--- src/rtl/wdg_pkg.sv ---
package wdg_pkg;

    localparam int CTL_W    = 8;
    localparam int SEL_W    = 3;
    localparam int PS_W     = 8;

    localparam int B_EN     = 7;
    localparam int B_CLR    = 6;
    localparam int B_SLEEP  = 4;
    localparam int B_CAUSE  = 3;

    typedef struct packed {
        logic             en;
        logic             sleep_run;
        logic             cause;
        logic [SEL_W-1:0] sel;
    } wdg_ctl_t;

    // Terminal value (ratio - 1) of the prescaler for a select code.
    function automatic logic [PS_W-1:0] ps_last(input logic [SEL_W-1:0] code);
        logic [PS_W:0] ratio;
        logic [PS_W:0] last;
        ratio = (code == '0) ? (PS_W+1)'(1) : ((PS_W+1)'(2) << code);
        last  = ratio - (PS_W+1)'(1);
        return last[PS_W-1:0];
    endfunction

    function automatic logic [CTL_W-1:0] ctl_pack(input wdg_ctl_t c);
        logic [CTL_W-1:0] r;
        r          = '0;
        r[B_EN]    = c.en;
        r[B_SLEEP] = c.sleep_run;
        r[B_CAUSE] = c.cause;
        r[SEL_W-1:0] = c.sel;
        return r;
    endfunction

endpackage

--- src/rtl/wdg_unlock.sv ---
module wdg_unlock #(
    parameter int          DATA_W = 8,
    parameter int          WIN    = 3,
    parameter logic [7:0]  KEY_A  = 8'hAA,
    parameter logic [7:0]  KEY_B  = 8'h55
) (
    input  logic              clk,
    input  logic              por_n,
    input  logic              soft_rst,
    input  logic              acc_wr,
    input  logic [DATA_W-1:0] acc_data,
    input  logic              ctl_wr,
    output logic              ctl_ok
);
    localparam int WIN_W = $clog2(WIN + 1);

    typedef struct packed {
        logic             armed;
        logic [WIN_W-1:0] win;
    } ul_state_t;

    ul_state_t st_d, st_q;
    logic      win_open;

    always_comb begin
        st_d     = st_q;
        win_open = (st_q.win != '0);
        ctl_ok   = ctl_wr && win_open;

        st_d.armed = acc_wr && (acc_data == DATA_W'(KEY_A));

        if (acc_wr && st_q.armed && (acc_data == DATA_W'(KEY_B))) begin
            st_d.win = WIN_W'(WIN);
        end else if (win_open) begin
            st_d.win = st_q.win - WIN_W'(1);
        end

        if (ctl_ok) begin
            st_d.win = '0;
        end

        if (soft_rst) begin
            st_d = '0;
        end
    end

    always_ff @(posedge clk or negedge por_n) begin
        if (!por_n) begin
            st_q <= '0;
        end else begin
            st_q <= st_d;
        end
    end

    // one accepted write closes the window
    p_single_write_r3: assert property (@(posedge clk) disable iff (!por_n)
        ctl_ok |=> (st_q.win == '0));

endmodule

--- src/rtl/wdg_prescale.sv ---
module wdg_prescale
    import wdg_pkg::*;
(
    input  logic             clk,
    input  logic             por_n,
    input  logic             clr,
    input  logic             run,
    input  logic             osc_tick,
    input  logic [SEL_W-1:0] code,
    output logic             tick_o
);
    typedef struct packed {
        logic [PS_W-1:0] cnt;
    } ps_state_t;

    ps_state_t       st_d, st_q;
    logic [PS_W-1:0] last;
    logic            step;

    always_comb begin
        st_d   = st_q;
        last   = ps_last(code);
        step   = run && osc_tick && !clr;
        tick_o = step && (st_q.cnt >= last);

        if (clr) begin
            st_d.cnt = '0;
        end else if (step) begin
            st_d.cnt = tick_o ? '0 : (st_q.cnt + PS_W'(1));
        end
    end

    always_ff @(posedge clk or negedge por_n) begin
        if (!por_n) begin
            st_q <= '0;
        end else begin
            st_q <= st_d;
        end
    end

    // every divided tick restarts the prescaler count
    p_tick_restart_r5: assert property (@(posedge clk) disable iff (!por_n)
        tick_o |=> (st_q.cnt == '0));

    // no divided tick without an oscillator pulse
    p_tick_needs_osc_r10: assert property (@(posedge clk) disable iff (!por_n)
        !osc_tick |=> $stable(st_q.cnt) || (st_q.cnt == '0));

endmodule

--- src/rtl/wdg_counter.sv ---
module wdg_counter #(
    parameter int TICKS = 64
) (
    input  logic                     clk,
    input  logic                     por_n,
    input  logic                     clr,
    input  logic                     tick,
    output logic [$clog2(TICKS)-1:0] count_o,
    output logic                     timeout_o
);
    localparam int CW = $clog2(TICKS);

    typedef struct packed {
        logic [CW-1:0] cnt;
    } ct_state_t;

    ct_state_t st_d, st_q;

    always_comb begin
        st_d      = st_q;
        timeout_o = tick && !clr && (st_q.cnt == CW'(TICKS - 1));

        if (clr) begin
            st_d.cnt = '0;
        end else if (tick) begin
            st_d.cnt = timeout_o ? '0 : (st_q.cnt + CW'(1));
        end
    end

    assign count_o = st_q.cnt;

    always_ff @(posedge clk or negedge por_n) begin
        if (!por_n) begin
            st_q <= '0;
        end else begin
            st_q <= st_d;
        end
    end

    // the count restarts after a time-out
    p_wrap_after_timeout_r6: assert property (@(posedge clk) disable iff (!por_n)
        timeout_o |=> (st_q.cnt == '0));

endmodule

--- src/rtl/wdg_top.sv ---
module wdg_top
    import wdg_pkg::*;
#(
    parameter int TICKS = 64,
    parameter int WIN   = 3
) (
    input  logic             clk,
    input  logic             por_n,
    input  logic             ext_rst,
    input  logic             cfg_wdt_off,
    input  logic             osc_tick,
    input  logic             cpu_sleep,
    input  logic             acc_wr,
    input  logic             ctl_wr,
    input  logic [CTL_W-1:0] wdata,
    output logic [CTL_W-1:0] ctl_rdata,
    output logic             rst_req
);
    localparam int CW = $clog2(TICKS);

    typedef struct packed {
        wdg_ctl_t ctl;
        logic     boot;
        logic     req;
    } top_state_t;

    top_state_t    st_d, st_q;
    logic          wr_ok;
    logic          to_hit;
    logic          soft_rst;
    logic          div_tick;
    logic          run;
    logic          zero_all;
    logic [CW-1:0] wd_count;

    wdg_unlock #(
        .DATA_W (CTL_W),
        .WIN    (WIN)
    ) u_unlock (
        .clk      (clk),
        .por_n    (por_n),
        .soft_rst (soft_rst),
        .acc_wr   (acc_wr),
        .acc_data (wdata),
        .ctl_wr   (ctl_wr),
        .ctl_ok   (wr_ok)
    );

    wdg_prescale u_ps (
        .clk      (clk),
        .por_n    (por_n),
        .clr      (zero_all),
        .run      (run),
        .osc_tick (osc_tick),
        .code     (st_q.ctl.sel),
        .tick_o   (div_tick)
    );

    wdg_counter #(
        .TICKS (TICKS)
    ) u_cnt (
        .clk       (clk),
        .por_n     (por_n),
        .clr       (zero_all),
        .tick      (div_tick),
        .count_o   (wd_count),
        .timeout_o (to_hit)
    );

    always_comb begin
        st_d     = st_q;
        run      = st_q.ctl.en && (!cpu_sleep || st_q.ctl.sleep_run);
        soft_rst = ext_rst || to_hit;
        zero_all = ext_rst || !st_q.ctl.en || (wr_ok && wdata[B_CLR]);
        st_d.req = to_hit && !ext_rst;
        st_d.boot = 1'b0;

        if (st_q.boot) begin
            st_d.ctl.en = !cfg_wdt_off;
        end else if (ext_rst) begin
            st_d.ctl.en = !cfg_wdt_off;
        end else if (to_hit) begin
            st_d.ctl.en    = !cfg_wdt_off;
            st_d.ctl.cause = 1'b1;
        end else if (wr_ok) begin
            st_d.ctl.en        = wdata[B_EN];
            st_d.ctl.sleep_run = wdata[B_SLEEP];
            st_d.ctl.cause     = wdata[B_CAUSE];
            st_d.ctl.sel       = wdata[SEL_W-1:0];
        end
    end

    always_ff @(posedge clk or negedge por_n) begin
        if (!por_n) begin
            st_q      <= '0;
            st_q.boot <= 1'b1;
        end else begin
            st_q <= st_d;
        end
    end

    assign ctl_rdata = ctl_pack(st_q.ctl);
    assign rst_req   = st_q.req;

    // the request lasts one clock
    p_pulse_single_r6: assert property (@(posedge clk) disable iff (!por_n)
        rst_req |=> !rst_req);

    // the cause flag is set whenever the request is up
    p_cause_on_pulse_r6: assert property (@(posedge clk) disable iff (!por_n)
        rst_req |-> ctl_rdata[B_CAUSE]);

    // count holds in sleep when running in sleep is off
    p_sleep_hold_r7: assert property (@(posedge clk) disable iff (!por_n)
        (st_q.ctl.en && cpu_sleep && !st_q.ctl.sleep_run && !ext_rst && !wr_ok && !st_q.boot)
            |=> $stable(wd_count));

    // a disabled watchdog produces no divided tick
    p_off_no_tick_r8: assert property (@(posedge clk) disable iff (!por_n)
        !st_q.ctl.en |-> !div_tick);

    // unused bits never read as 1
    p_zero_bits_r9: assert property (@(posedge clk) disable iff (!por_n)
        ctl_rdata[6:5] == 2'b00);

endmodule

--- config.mk ---
export PLATFORM = sky130hd
export DESIGN_NAME = wdg_top
export DESIGN_NICKNAME = d
export VERILOG_FILES = /design/src/rtl/wdg_pkg.sv /design/src/rtl/wdg_unlock.sv /design/src/rtl/wdg_prescale.sv /design/src/rtl/wdg_counter.sv /design/src/rtl/wdg_top.sv
export SDC_FILE = /design/constraint.sdc
export NUM_CORES = 1
export LEC_CHECK = 0
export ABC_AREA = 1
export CAP_MARGIN = 20
export CORE_ASPECT_RATIO = 0.75
export CORE_MARGIN = 2
export CORE_UTILIZATION = 54
export DETAILED_ROUTE_END_ITERATION = 7
export GPL_TIMING_DRIVEN = 0
export PLACE_DENSITY = 0.79
export SLEW_MARGIN = 30
export SYNTH_ARGS = -nofsm -noshare
export SYNTH_HDL_FRONTEND = slang
export SYNTH_SLANG_ARGS = --single-unit
--- constraint.sdc ---
create_clock -name clk -period 2.1 [get_ports clk]
set_input_delay 0.21 -clock clk [delete_from_list [all_inputs] [get_ports clk]]
set_output_delay 0.21 -clock clk [all_outputs]
set_load 0.02 [all_outputs]
; ---- Word level (Yosys, flattened, before mapping)
; Index checks and enable logic that the tools add are counted.
[word_totals]
regBits = 25
input_bits = 16
output_inout_bits = 9
wordCells = 68
[op_classes]
n_addsub = 4
order_cmp = 1
n_eq_ne = 3
n_shift = 1
n_mux = 16
bitwise = 3
n_reduce_logical = 30
[op_table]
columns = op, count
row1 = 8-bit two-way mux, 4
row2 = 6-bit two-way mux, 4
row3 = 1-bit logical AND, 12
row4 = "8-bit by 1-bit adder with 8-bit output, second input constant", 1
row5 = "8-bit by 7-bit == test with 1-bit output, second input constant", 1
row6 = "8-bit == test, second input constant", 1
row7 = 8-bit >= comparator, 1
row8 = 2-bit nonzero test, 4
row9 = 4-bit nonzero test, 2
row10 = "2-bit by 3-bit << shifter with 8-bit output, first input constant", 1
row11 = "8-bit by 1-bit subtractor with 8-bit output, second input constant", 1
row12 = "6-bit by 1-bit adder with 6-bit output, second input constant", 1
row13 = "6-bit == test, second input constant", 1
row14 = 2-bit two-way mux, 3
row15 = 1-bit zero test, 5
row16 = 1-bit logical OR, 4
row17 = 1-bit two-way mux, 4
row18 = 4-bit AND reduction, 1
row19 = 3-bit zero test, 1
row20 = 3-bit two-way mux, 1
row21 = 1-bit NOT, 3
row22 = 3-bit AND reduction, 1
row23 = "2-bit by 1-bit subtractor with 2-bit output, second input constant", 1

; ---- Depth between registers and ports, before layout
[logic_depth]
word_depth = 12
depth_mapped = 17
depth_no_buf = 17

; ---- By module
; A second synthesis with hierarchy kept.
[hier_totals]
cells_unflattened = 253
area_unflattened_um2 = 1799.2
[by_module_without_submodules]
columns = mod, n_inst, cells_per_inst, area_each_um2, seq_area_each_um2
row1 = wdg_prescale, 1, 111, 750.7, 200.2
row2 = wdg_top, 1, 57, 452.9, 201.4
row3 = wdg_counter, 1, 46, 344.1, 150.1
row4 = wdg_unlock, 1, 39, 251.5, 75.1

; ---- Worst setup path after synthesis
; Ideal clock, no wire load.
[synth_path]
kind = reg-to-reg
start = reg st_q, in the netlist ctl_rdata[0]
end = reg st_q, in the netlist ctl_rdata[7]
setup_time_ns = 0.125
arrival_time_ns = 1.752
t_required_ns = 1.975
slack_ns = 0.223
stages_incl_launch_ff = 16
path_buffers = 1
period_less_slack_ns = 1.877
path_cell_list = dfrtp_1 -> nor2_1 -> inv_1 -> nor2_1 -> inv_1 -> ha_1 -> nand2_1 -> nor2_1 -> nor2_1 -> nand2_1 -> nand2_1 -> nand2_1 -> nand3_4 -> buf_6 -> nand3_1 -> nand3_1
[synth_between]
elab_chain_len = 10
word_cells_on_any_way = 12
cone_classes = 1 x add/sub / 1 x order compare / 1 x shift / 4 x mux / 5 x reduce/logical
[synth_lines]
columns = element, line_no
row1 = "start, declared", wdg_top.sv:27  ; top_state_t st_d, st_q;
row2 = "start signal, assigned", wdg_top.sv:98  ; st_q <= st_d;
row3 = 2-bit by 3-bit << shifter with 8-bit output / 3-bit zero test (equally long branches), wdg_pkg.sv:23  ; ratio = (code == '0) ? (PS_W+1)'(1) : ((PS_W+1)'(2) << code);
row4 = 8-bit two-way mux *, wdg_pkg.sv:23
row5 = 8-bit by 1-bit subtractor with 8-bit output *, wdg_pkg.sv:24  ; last = ratio - (PS_W+1)'(1);
row6 = 8-bit >= comparator *, wdg_prescale.sv:24  ; tick_o = step && (st_q.cnt >= last);
row7 = 1-bit logical AND *, wdg_prescale.sv:24
row8 = 1-bit logical AND * (2 in a row), wdg_counter.sv:21  ; timeout_o = tick && !clr && (st_q.cnt == CW'(TICKS - 1));
row9 = 1-bit two-way mux, wdg_top.sv:82  ; end else if (to_hit) begin
row10 = 1-bit two-way mux, wdg_top.sv:80  ; end else if (ext_rst) begin
row11 = 1-bit two-way mux, wdg_top.sv:78  ; if (st_q.boot) begin
; Mark *: on every way between the ends. The rest lies on a longest branch, timed or not.
; A chain may end at the register's enable or synchronous reset.

; ---- Final worst setup path
[layout_path]
start = reg st_q, in the netlist ctl_rdata[1]
end = reg st_q, in the netlist ctl_rdata[1]
[layout_between]
elab_chain_len = 9
word_cells_on_any_way = 10
cone_classes = 1 x add/sub / 1 x order compare / 1 x shift / 1 x mux / 1 x bitwise / 5 x reduce/logical
[layout_lines]
columns = element, line_no
row1 = 2-bit by 3-bit << shifter with 8-bit output / 3-bit zero test (equally long branches), wdg_pkg.sv:23
row2 = 8-bit two-way mux *, wdg_pkg.sv:23
row3 = 8-bit by 1-bit subtractor with 8-bit output *, wdg_pkg.sv:24
row4 = 8-bit >= comparator *, wdg_prescale.sv:24
row5 = 1-bit logical AND *, wdg_prescale.sv:24
row6 = 1-bit logical AND * (2 in a row), wdg_counter.sv:21
row7 = 1-bit NOT (no line) *, -
row8 = 4-bit AND reduction (no line) *, -
; Marked as above.

==> impl_metrics.csv <==
group,metric,value,unit
layout,mostFrequentLayoutCell,"nand2_1",
layout,fin_nets,290,
routing,wirelength,3460,µm
timing,finalSetupViolCount,0,
layout,area_delta_synth_final,23.7,%
placed_design,placed_cell_area,1980,µm²
clock_tree,cts_sinks,25,
clock_tree,clkLatencyLatePin,0.27,ns
timing,rsz0062_at_grt,"yes",
clock_tree,htreeDepth,1,
setup_path,worstPathArrival,2.17,ns
timing,worstMarginPinSlew,0.644,ns
setup_path,r2r_start,"ctl_rdata[1]",
placed_design,io_buffers,22,
synthesis,synth_top_family_by_area,"simple AND/OR/NAND/NOR gates",
synthesis,synth_flop_cell,"dfrtp_1",
power_and_ir_drop,leakage,1.07,nW
synthesis,synth_compound_area_share,5.70,%
synthesis,synthCells,229,
die,die_w,69.0,µm
grt,grt_pass1_wl,5910,µm
setup_path,worstSetupPathType,"flip-flop to flip-flop",
timing,tns,0,ns
routing,first_pass_iters,4,
die,start_util,57.5,%
layout,final_cell_mix,"57 x nand2_1, 33 x inv_1, 22 x dfrtp_1, 21 x clkdlybuf4s50_1",
routing,routedWlPerCell,11.5,µm
synthesis,synth_xor_area_share,2.56,%
grt,grt_max_degree,26,
clock_tree,clockBufferDepth,2,
setup_path,crit_path_end_kind,"flip-flop",
setup_path,r2r_slack,0.09,ns
synthesis,synth-seq-area-share,36.6,%
layout,fillCellCount,247,
routing,drc,0,
synthesis,synth_cell_types,30,
setup_path,reg2reg_to,"ctl_rdata[1]",
clock_tree,clkSlewWorstSetupHoldPaths,0.09,ns
grt,antenna_found_initial,0,
routing,ant_nets,0,
clock_tree,cts_buffers,3,
job,drv_cap,0,
synthesis,synth_adder_area_share,8.04,%
power_and_ir_drop,power_density,844,nW/µm²
placed_design,dpl.hpwl,2700,µm
placed_design,gp_congestion,0.802,
synthesis,async_flop_share,100,%
grt,grt.total_usage,20.5,%
power_and_ir_drop,ir_worst_vdd,566,µV
timing,fmax,498,MHz
setup_path,critPathMaxFanout,8,
grt,grt.overflow.total,0,
layout,drive_gt1_share,17.6,%
setup_path,rr_worst_depth,15,
synthesis,yosys.area_share.simple,33.9,%
routing,viasPerCell,4.99,
hold_path,hold_class,"primary input to asynchronous set/reset pin",
routing,initialDrtViolationCount,88,
timing,period_needed,2.01,ns
routing,via_count,1498,
outcome,outcome,"complete, no violations",
timing,slew_viol_final,0,
synthesis,syn_area,1710,µm²
synthesis,synth_mux_area_share,0,%
placed_design,dp_cells,291,
die,num_io_pins,25,
synthesis,synth_edf_count,0,
die,dieArea,3640,µm²
synthesis,avgSynthCellArea,7.47,µm²
synthesis,yosys_warnings,0,
setup_path,required,2.26,ns
die,core.rowCount,17,
timing,fin_crit_sh,95.7,%
die,coreArea,2980,µm²
clock_tree,cts_tree,"yes",
timing,skew,0.00955,ns
synthesis,ys_ff_latch,25,
timing,finalHoldViolations,0,
timing,max_slew_margin,56.9,%
die,die_h,52.8,µm
layout,diodes,0,
layout,layoutNonFillerInstCount,300,
setup_path,start_kind,"flip-flop",
clock_tree,root_buffer,"clkbuf_8",
power_and_ir_drop,total_power,1.79,mW
grt,grt_pass1_vias,1332,
layout,fin_area,2120,µm²
per-stage QoR:
| step | hold WS, ns | util [%] | setup WS (ns) |
|---|---|---|---|
| finish | 0.444 | 71.1 | 0.0901 |
| global route | 0.513 | 71.1 | -0.0353 |
| CTS | 0.467 | 68.8 | 0.0103 |
| detailed placement | 0.239 | 66.6 | -0.0589 |
| global placement | 0.464 | 66.7 | -0.0185 |
| floorplan | -0.0856 | - | 0.223 |
layout make-up:
| cell class | instances | area [µm²] | area share, % |
|---|---|---|---|
| repair buffers | 28 | 267 | 12.6 |
| well taps | 38 | 47.5 | 2.25 |
| plain buffers | 10 | 75.1 | 3.55 |
| multi-input cells | 157 | 907 | 42.8 |
| flip-flops and latches | 25 | 629 | 29.7 |
| clock inverters | 1 | 5.00 | 0.236 |
| clock buffers | 3 | 41.3 | 1.95 |
| inverters | 38 | 145 | 6.86 |
cell usage after synthesis, types with 2 or more instances:
library cell | instances | area, µm²
ha_1 | 11 | 138
nand2_1 | 59 | 221
nor2_2 | 3 | 18.8
inv_2 | 2 | 7.51
nand2_2 | 2 | 12.5
dfrtp_1 | 24 | 601
buf_4 | 8 | 60.1
a21oi_1 | 8 | 40.0
nand2_4 | 3 | 33.8
nand3_1 | 14 | 70.1
nor3_1 | 5 | 25.0
clkbuf_1 | 2 | 7.51
o22ai_1 | 2 | 12.5
xor2_1 | 4 | 35.0
nor4_1 | 2 | 12.5
nand4_1 | 13 | 81.3
inv_1 | 36 | 135
o21ai_1 | 2 | 10.0
nor2_1 | 15 | 56.3
o21ai_0 | 4 | 20.0
worst max-delay path, stage by stage (launching register included):
cell and delay (ns):
dfrtp_2 0.42, nor2_2 0.12, inv_2 0.07, nor2_4 0.12
inv_2 0.05, ha_4 0.25, nand2_2 0.03, nor2_1 0.09
nor2_1 0.04, nand2_1 0.06, nand2_1 0.06, nand2_2 0.13
nand3_4 0.15, buf_6 0.17, nand4_1 0.06, nand2_1 0.07
registers in the layout, indices dropped and copies added (netlist names):
register and cells:
rst_req 1, ctl_rdata 6, u_unlock.st_q 3, u_ps.st_q 8, st_q 1, u_cnt.count_o 6
power breakdown:
part | total (mW) | switching [mW] | internal, mW | leakage (nW)
Sequential | 0.631 | 0.0779 | 0.553 | 0.334
Combinational | 0.872 | 0.475 | 0.396 | 0.706
Clock | 0.284 | 0.151 | 0.133 | 0.0255
layer usage:
layer	wire length [µm]	global-route usage, %	part of all wire, %
met5	0	0	0
met4	8	3.92	0.23
met3	144	4.04	4.2
met2	1540	33.0	44
met1	1780	29.2	51
cell families after synthesis:
group,after synthesis
buf+inv,49
fa+ha+maj,11
flops,25
other cells,1
xor+xnor,5
compound gates,18
simple gates,120
worst max path at each step:
| stage | cells past startpoint | slack [ns] | to | startpoint |
|---|---|---|---|---|
| 2_1_floorplan | 15 | 0.22 | ctl_rdata[7] | ctl_rdata[0] |
| 3_3_place_gp | 15 | -0.02 | ctl_rdata[7] | ctl_rdata[0] |
| 3_5_place_dp | 15 | -0.06 | ctl_rdata[7] | ctl_rdata[0] |
| 4_1_cts | 14 | 0.01 | ctl_rdata[7] | ctl_rdata[2] |
| 5_1_grt | 15 | -0.04 | ctl_rdata[7] | ctl_rdata[1] |
| 6_report | 15 | 0.09 | ctl_rdata[1] | ctl_rdata[1] |
timing repair:
action,CTS,global route
endpoints found under the hold margin,24,0
resized for setup,1,15
cloned,0,1
buffers inserted,1,3
pin swaps,0,6
hold buffers,1,0
setup endpoints to repair,13,18
Note: power is estimated with default switching activity, not from simulation.
